[config.mk]
export PLATFORM = sky130hd
export DESIGN_NAME = i2c_mdbuf
export DESIGN_NICKNAME = d
export VERILOG_FILES = /design/src/rtl/i2c_mdb_pkg.sv /design/src/rtl/mdb_ctrl.sv /design/src/rtl/mdb_store.sv /design/src/rtl/i2c_mdbuf.sv
export SDC_FILE = /design/constraint.sdc
export NUM_CORES = 1
export LEC_CHECK = 0
export CORE_MARGIN = 3
export CORE_UTILIZATION = 48
export DETAILED_ROUTE_END_ITERATION = 10
export GPL_TIMING_DRIVEN = 0
export PLACE_DENSITY = 0.78
export SETUP_SLACK_MARGIN = 0.3
export SYNTH_ARGS = -nofsm -noshare
export SYNTH_HDL_FRONTEND = slang
export SYNTH_HIERARCHICAL = 1
export SYNTH_SLANG_ARGS = --single-unit
[constraint.sdc]
create_clock -name clk -period 3.8 [get_ports clk]
set_clock_uncertainty 0.1 [all_clocks]
set_input_delay 0.76 -clock clk [delete_from_list [all_inputs] [get_ports clk]]
set_output_delay 0.76 -clock clk [all_outputs]
set_load 0.01 [all_outputs]
[src/rtl/i2c_mdb_pkg.sv]
package i2c_mdb_pkg;
  localparam int unsigned MDB_DEPTH = 4;
  localparam int unsigned MDB_W     = 8;

  // occupancy after an optional pop
  function automatic int unsigned f_after_pop(int unsigned c, logic rd);
    return (rd && c != 0) ? c - 1 : c;
  endfunction

  // a push succeeds only when a slot is free after the pop
  function automatic logic f_accepts(int unsigned mid, int unsigned depth, logic wr);
    return wr && (mid < depth);
  endfunction

  // engine count saturates at the depth
  function automatic int unsigned f_clamp(int unsigned n, int unsigned depth);
    return (n > depth) ? depth : n;
  endfunction
endpackage

[src/rtl/mdb_ctrl.sv]
module mdb_ctrl
  import i2c_mdb_pkg::*;
#(
  parameter int unsigned DEPTH = MDB_DEPTH,
  parameter int unsigned CW    = $clog2(DEPTH + 1)
) (
  input  logic          clk,
  input  logic          rst_n,
  input  logic          flush,
  input  logic          load,
  input  logic [CW-1:0] load_cnt,
  input  logic          cpu_rd,
  input  logic          cpu_wr,
  output logic [CW-1:0] cnt,
  output logic [CW-1:0] load_n,
  output logic [CW-1:0] slot,
  output logic          rd_eff,
  output logic          wr_eff,
  output logic          has_data,
  output logic          full
);
  logic cpu_go;

  assign cpu_go = !flush && !load;
  assign rd_eff = cpu_go && cpu_rd && (cnt != '0);
  assign slot   = CW'(f_after_pop(int'(cnt), cpu_go && cpu_rd));
  assign wr_eff = cpu_go && f_accepts(int'(slot), DEPTH, cpu_wr);
  assign load_n = CW'(f_clamp(int'(load_cnt), DEPTH));

  always_ff @(posedge clk) begin
    if (!rst_n || flush) begin
      cnt      <= '0;
      has_data <= 1'b0;
      full     <= 1'b0;
    end else if (load) begin
      cnt      <= load_n;
      has_data <= (load_n != '0);
      full     <= (load_n == CW'(DEPTH));
    end else begin
      cnt <= slot + CW'(wr_eff);
      // pop side first, then push side may set again
      if (wr_eff && slot == '0)                   has_data <= 1'b1;
      else if (rd_eff && cnt == CW'(1))           has_data <= 1'b0;
      if (wr_eff && slot == CW'(DEPTH - 1))       full <= 1'b1;
      else if (rd_eff && cnt == CW'(DEPTH))       full <= 1'b0;
    end
  end

  a_r1_bound: assert property (@(posedge clk) disable iff (!rst_n)
    cnt <= CW'(DEPTH));
  a_r3_has_data_tracks: assert property (@(posedge clk) disable iff (!rst_n)
    has_data == (cnt != '0));
  a_r4_full_tracks: assert property (@(posedge clk) disable iff (!rst_n)
    full == (cnt == CW'(DEPTH)));
  a_r5_drop_when_full: assert property (@(posedge clk) disable iff (!rst_n)
    (full && cpu_wr && !cpu_rd && !flush && !load) |=> (full && $stable(cnt)));
  a_r7_flush_empties: assert property (@(posedge clk) disable iff (!rst_n)
    flush |=> (cnt == '0 && !has_data && !full));
  a_r10_load_wins: assert property (@(posedge clk) disable iff (!rst_n)
    (load && !flush) |=> (cnt == $past(load_n)));
endmodule

[src/rtl/mdb_store.sv]
module mdb_store
  import i2c_mdb_pkg::*;
#(
  parameter int unsigned DEPTH = MDB_DEPTH,
  parameter int unsigned W     = MDB_W,
  parameter int unsigned CW    = $clog2(DEPTH + 1)
) (
  input  logic             clk,
  input  logic             rst_n,
  input  logic             flush,
  input  logic             load,
  input  logic [CW-1:0]    load_n,
  input  logic [DEPTH*W-1:0] load_data,
  input  logic             shift,
  input  logic             put,
  input  logic [CW-1:0]    slot,
  input  logic [W-1:0]     wdata,
  output logic [W-1:0]     head
);
  logic [W-1:0] ent [DEPTH];

  for (genvar i = 0; i < DEPTH; i++) begin : g_ent
    logic [W-1:0] above;
    logic [W-1:0] nxt;
    if (i == DEPTH - 1) begin : g_top
      assign above = '0;
    end else begin : g_mid
      assign above = ent[i+1];
    end

    always_comb begin
      nxt = shift ? above : ent[i];
      if (put && slot == CW'(i)) nxt = wdata;
    end

    always_ff @(posedge clk) begin
      if (!rst_n || flush)  ent[i] <= '0;
      else if (load)        ent[i] <= (load_n > CW'(i)) ? load_data[i*W +: W] : '0;
      else                  ent[i] <= nxt;
    end
  end

  assign head = ent[0];
endmodule

[src/rtl/i2c_mdbuf.sv]
module i2c_mdbuf
  import i2c_mdb_pkg::*;
#(
  parameter int unsigned DEPTH = MDB_DEPTH,
  parameter int unsigned W     = MDB_W,
  localparam int unsigned CW   = $clog2(DEPTH + 1)
) (
  input  logic               clk,
  input  logic               rst_n,
  input  logic               cpu_wr,
  input  logic [W-1:0]       cpu_wdata,
  input  logic               cpu_rd,
  output logic [W-1:0]       cpu_rdata,
  input  logic               flush,
  input  logic               eng_load,
  input  logic [CW-1:0]      eng_cnt,
  input  logic [DEPTH*W-1:0] eng_data,
  output logic               has_data,
  output logic               full
);
  logic [CW-1:0] cnt, load_n, slot;
  logic          rd_eff, wr_eff;
  logic [W-1:0]  head;

  mdb_ctrl #(.DEPTH(DEPTH), .CW(CW)) u_ctrl (
    .clk, .rst_n, .flush, .load(eng_load), .load_cnt(eng_cnt),
    .cpu_rd, .cpu_wr, .cnt, .load_n, .slot, .rd_eff, .wr_eff,
    .has_data, .full
  );

  mdb_store #(.DEPTH(DEPTH), .W(W), .CW(CW)) u_store (
    .clk, .rst_n, .flush, .load(eng_load), .load_n, .load_data(eng_data),
    .shift(rd_eff), .put(wr_eff), .slot, .wdata(cpu_wdata), .head
  );

  assign cpu_rdata = (cnt == '0) ? '1 : head;

  a_r6_empty_reads_ff: assert property (@(posedge clk) disable iff (!rst_n)
    !has_data |-> (cpu_rdata == '1));
  a_r6_empty_pop_noop: assert property (@(posedge clk) disable iff (!rst_n)
    (!has_data && cpu_rd && !cpu_wr && !eng_load) |=> !has_data);
  a_r9_full_rdwr_stays: assert property (@(posedge clk) disable iff (!rst_n)
    (full && cpu_rd && cpu_wr && !flush && !eng_load) |=> full);
endmodule

==> flow_metrics.py <==
metrics = {
    "run_status": {
        "status": "complete, no violations",
    },
    "grt": {
        "grt_max_degree": 12,
        "grt_pass1_vias": 1754,
        "grt_overflow": 0,
        "gr-usage-all-layers_pct": 20.77,
        "antenna_found_initial": 0,
        "grt_pass1_wl_mm": 8.480,
    },
    "timing": {
        "hold_viol_final": 0,
        "timing.final.ws_setup_ns": 0.3605,
        "setup_viol": 0,
        "fin_crit_sh_pct": 90.51,
        "tns_ns": 0,
        "worst_pin_slew_ns": 0.5818,
        "grt_setup_unrepaired": "false",
        "max_slew_margin_pct": 61.07,
        "slew_viol_final": 0,
        "max_freq_mhz": 290.7,
        "min_period_ns": 3.440,
    },
    "route": {
        "postRouteAntennaNets": 0,
        "viasPerCell": 5.888,
        "drc": 0,
        "routed_wire_length_per_instance_um": 17.86,
        "vias": 1731,
        "firstDrtPassIters": 4,
        "drt_iter0_markers": 124,
        "routed_wl_mm": 5.250,
    },
    "die": {
        "start_util_pct": 51.87,
        "core_area_um2": 4173,
        "die_area_um2": 5352,
        "die_h_um": 73.16,
        "io_pins": 59,
        "std_cell_rows": 23,
        "die_x_um": 73.16,
    },
    "synthesis": {
        "synth_top_area_share_pct": 44.39,
        "ys_ff_latch": 37,
        "synth_area_um2": 2165,
        "yosysWarnings": 6,
        "synth_common_cells": "edfxtp_1, mux2i_1, o2bb2ai_1",
        "async_flop_share_pct": 0,
        "synth_top_cell_by_area": "edfxtp_1",
        "syn_avg_cell_area_um2": 12.23,
        "synth.area.top_cells": "edfxtp_1, mux2i_1, o2bb2ai_1",
        "yosysMostFrequentCell": "edfxtp_1",
        "synth_edf_count": 32,
        "ys_seq_area_share_pct": 49.02,
        "synth-main-ff-cell": "edfxtp_1",
        "syn_inst": 177,
        "synth.distinct_cells": 43,
        "syn_nets": 230,
    },
    "placed_design": {
        "io_buffers": 58,
        "pre_cts_ws_ns": -0.2097,
        "gp_congestion": 0.8695,
        "hpwl_mm": 4.193,
        "placed_area_um2": 2808,
    },
    "critical_path": {
        "slowest_stage": "clkdlybuf4s50_1",
        "crit_chain": "clkdlybuf4s50_1, nor4bb_4, mux2_4, nor4b_4, and4bb_2, buf_4, mux2i_1, o2bb2ai_1",
        "worst_setup_path_start_kind": "primary input",
        "cp-startpoint": "flush",
        "endpoint_kind": "flop",
        "cp.required_ns": 3.73,
        "critical_path_buf_inv_count": 2,
        "crit_fanout": 9,
        "criticalPathCategory": "primary input to flop",
        "r2r-start": "u_ctrl/cnt[0]",
        "slowest_delay_ns": 0.60,
        "arrival_ns": 3.37,
        "crit_family": "simple AND/OR/NAND/NOR gates",
    },
    "power": {
        "ir_drop_v": 0.0002176,
        "total_power_mw": 0.9685,
        "power.leakage_nw": 1.039,
        "powerDensity_nw_per_um2": 324.3,
    },
    "cts": {
        "cts_made_buffers": 5,
        "tritoncts": "built",
        "clkLatencyLatePin_ns": 0.28,
        "clockBufferDepth": 2,
        "cts_hold_buf": 0,
        "cts-root-buf": "clkbuf_8",
        "h-tree-depth": 2,
        "cts.sinks": 37,
        "clkSlewWorstSetupHoldPaths_ns": 0.07,
    },
    "hold_path": {
        "hp-start": "u_ctrl/full",
        "hold_class": "flop to flop",
    },
    "layout": {
        "final_area_um2": 2987,
        "final_util_pct": 71.57,
        "nNetsFinal": 297,
        "syn_to_final_growth_pct": 37.98,
        "drive_gt1_share_pct": 12.70,
        "n_antenna_cell": 0,
    },
    "flow_run": {
        "maxCapViolCount": 0,
    },
}
## final timing paths
| check | to | slack [ns] | depth (start not counted) |
|---|---|---|---|
| max reg2reg | u_store/ent[2][7] | 0.80 | 9 |
| max | u_store/ent[2][7] | 0.36 | 8 |
| min reg2reg | u_ctrl/full | 0.43 | 2 |
| min | u_ctrl/full | 0.43 | 2 |
## per-layer routing
metal | global-route usage [%] | wire length [um] | vias to the layer above
met3 | 5.234 | 287 | 6
li1 | - | - | 836
met4 | 4.303 | 42 | 0
met5 | 0 | 0 | -
met1 | 26.73 | 2351 | 834
met2 | 35.25 | 2568 | 55
## worst reg2reg max path: cells and delay by family (launching register included)
kind / cells / cell delay (ns)
flops: 1 / 0.45
compound gates: 1 / 0.11
fa+ha+maj: 1 / 0.23
buf+inv: 2 / 0.37
mux: 2 / 0.61
simple gates: 3 / 0.89
## final cells by class
| cell class | instances | area, um2 |
|---|---|---|
| timing repair buffer | 60 | 595.6 |
| tap | 50 | 62.56 |
| multi-input combinational | 126 | 1079 |
| buffer | 9 | 66.31 |
| clock inverter | 2 | 35.03 |
| fill | 302 | 1186 |
| inverter | 5 | 18.77 |
| sequential | 37 | 1061 |
| clock buffer | 5 | 68.82 |
## sequential cells by signal, summed over array words and instances (netlist names)
name             flops
u_ctrl/cnt           3
u_ctrl/full          1
u_ctrl/has_data      1
u_store/ent         32
## per-stage QoR
stage                     instances  hold WS [ns]
after floorplan                 177        0.4108
after global placement          285        0.3851
after detailed placement        285        0.4155
after CTS                       292        0.4265
after global routing            294        0.4708
final                           294        0.4292
## report_power, final
| group | total [mW] | internal [mW] | switching, mW | leakage, nW |
|---|---|---|---|---|
| clock | 0.325 | 0.191 | 0.135 | 0.0540 |
| combinational | 0.171 | 0.0976 | 0.0735 | 0.572 |
| sequential | 0.472 | 0.465 | 0.00759 | 0.413 |
| total | 0.969 | 0.753 | 0.216 | 1.04 |
## kinds of logic (layout without fill, tap and decap cells)
kind of cell | after synthesis | after routing | share of synthesized area (%)
buffers and inverters | 14 | 81 | 3.526
and+or+nand+nor | 50 | 50 | 14.91
muxes | 26 | 26 | 12.25
AOI/OAI and AO/OA | 43 | 43 | 16.76
DFF | 37 | 37 | 49.02
adders and majority gates | 4 | 4 | 2.312
xor gates and xnor gates | 3 | 3 | 1.214
## placed cells by master (no fill, tap or decap), types with 2 or more instances in the layout
cell type / n
a21oi_1: 3
a22o_1: 8
and4bb_2: 2
buf_2: 2
buf_4: 6
buf_6: 2
clkbuf_8: 5
clkdlybuf4s50_1: 58
dfxtp_1: 5
edfxtp_1: 32
ha_1: 4
inv_1: 5
mux2i_1: 24
nand2_1: 3
nand3_1: 3
nand4_1: 3
nor2_1: 9
nor2b_1: 2
nor3_1: 4
nor3b_1: 2
nor4b_4: 2
o2bb2ai_1: 24
or2_1: 8
or3_4: 3
xnor2_1: 3
## timing repair
| item | 4_1_cts | 5_1_grt |
|---|---|---|
| buffers inserted | 0 | 2 |
| gates resized for setup | 4 | 9 |
| setup endpoints to repair | 48 | 48 |
| pin swaps | 0 | 1 |
No activity file was read; power rests on OpenSTA's default activity.
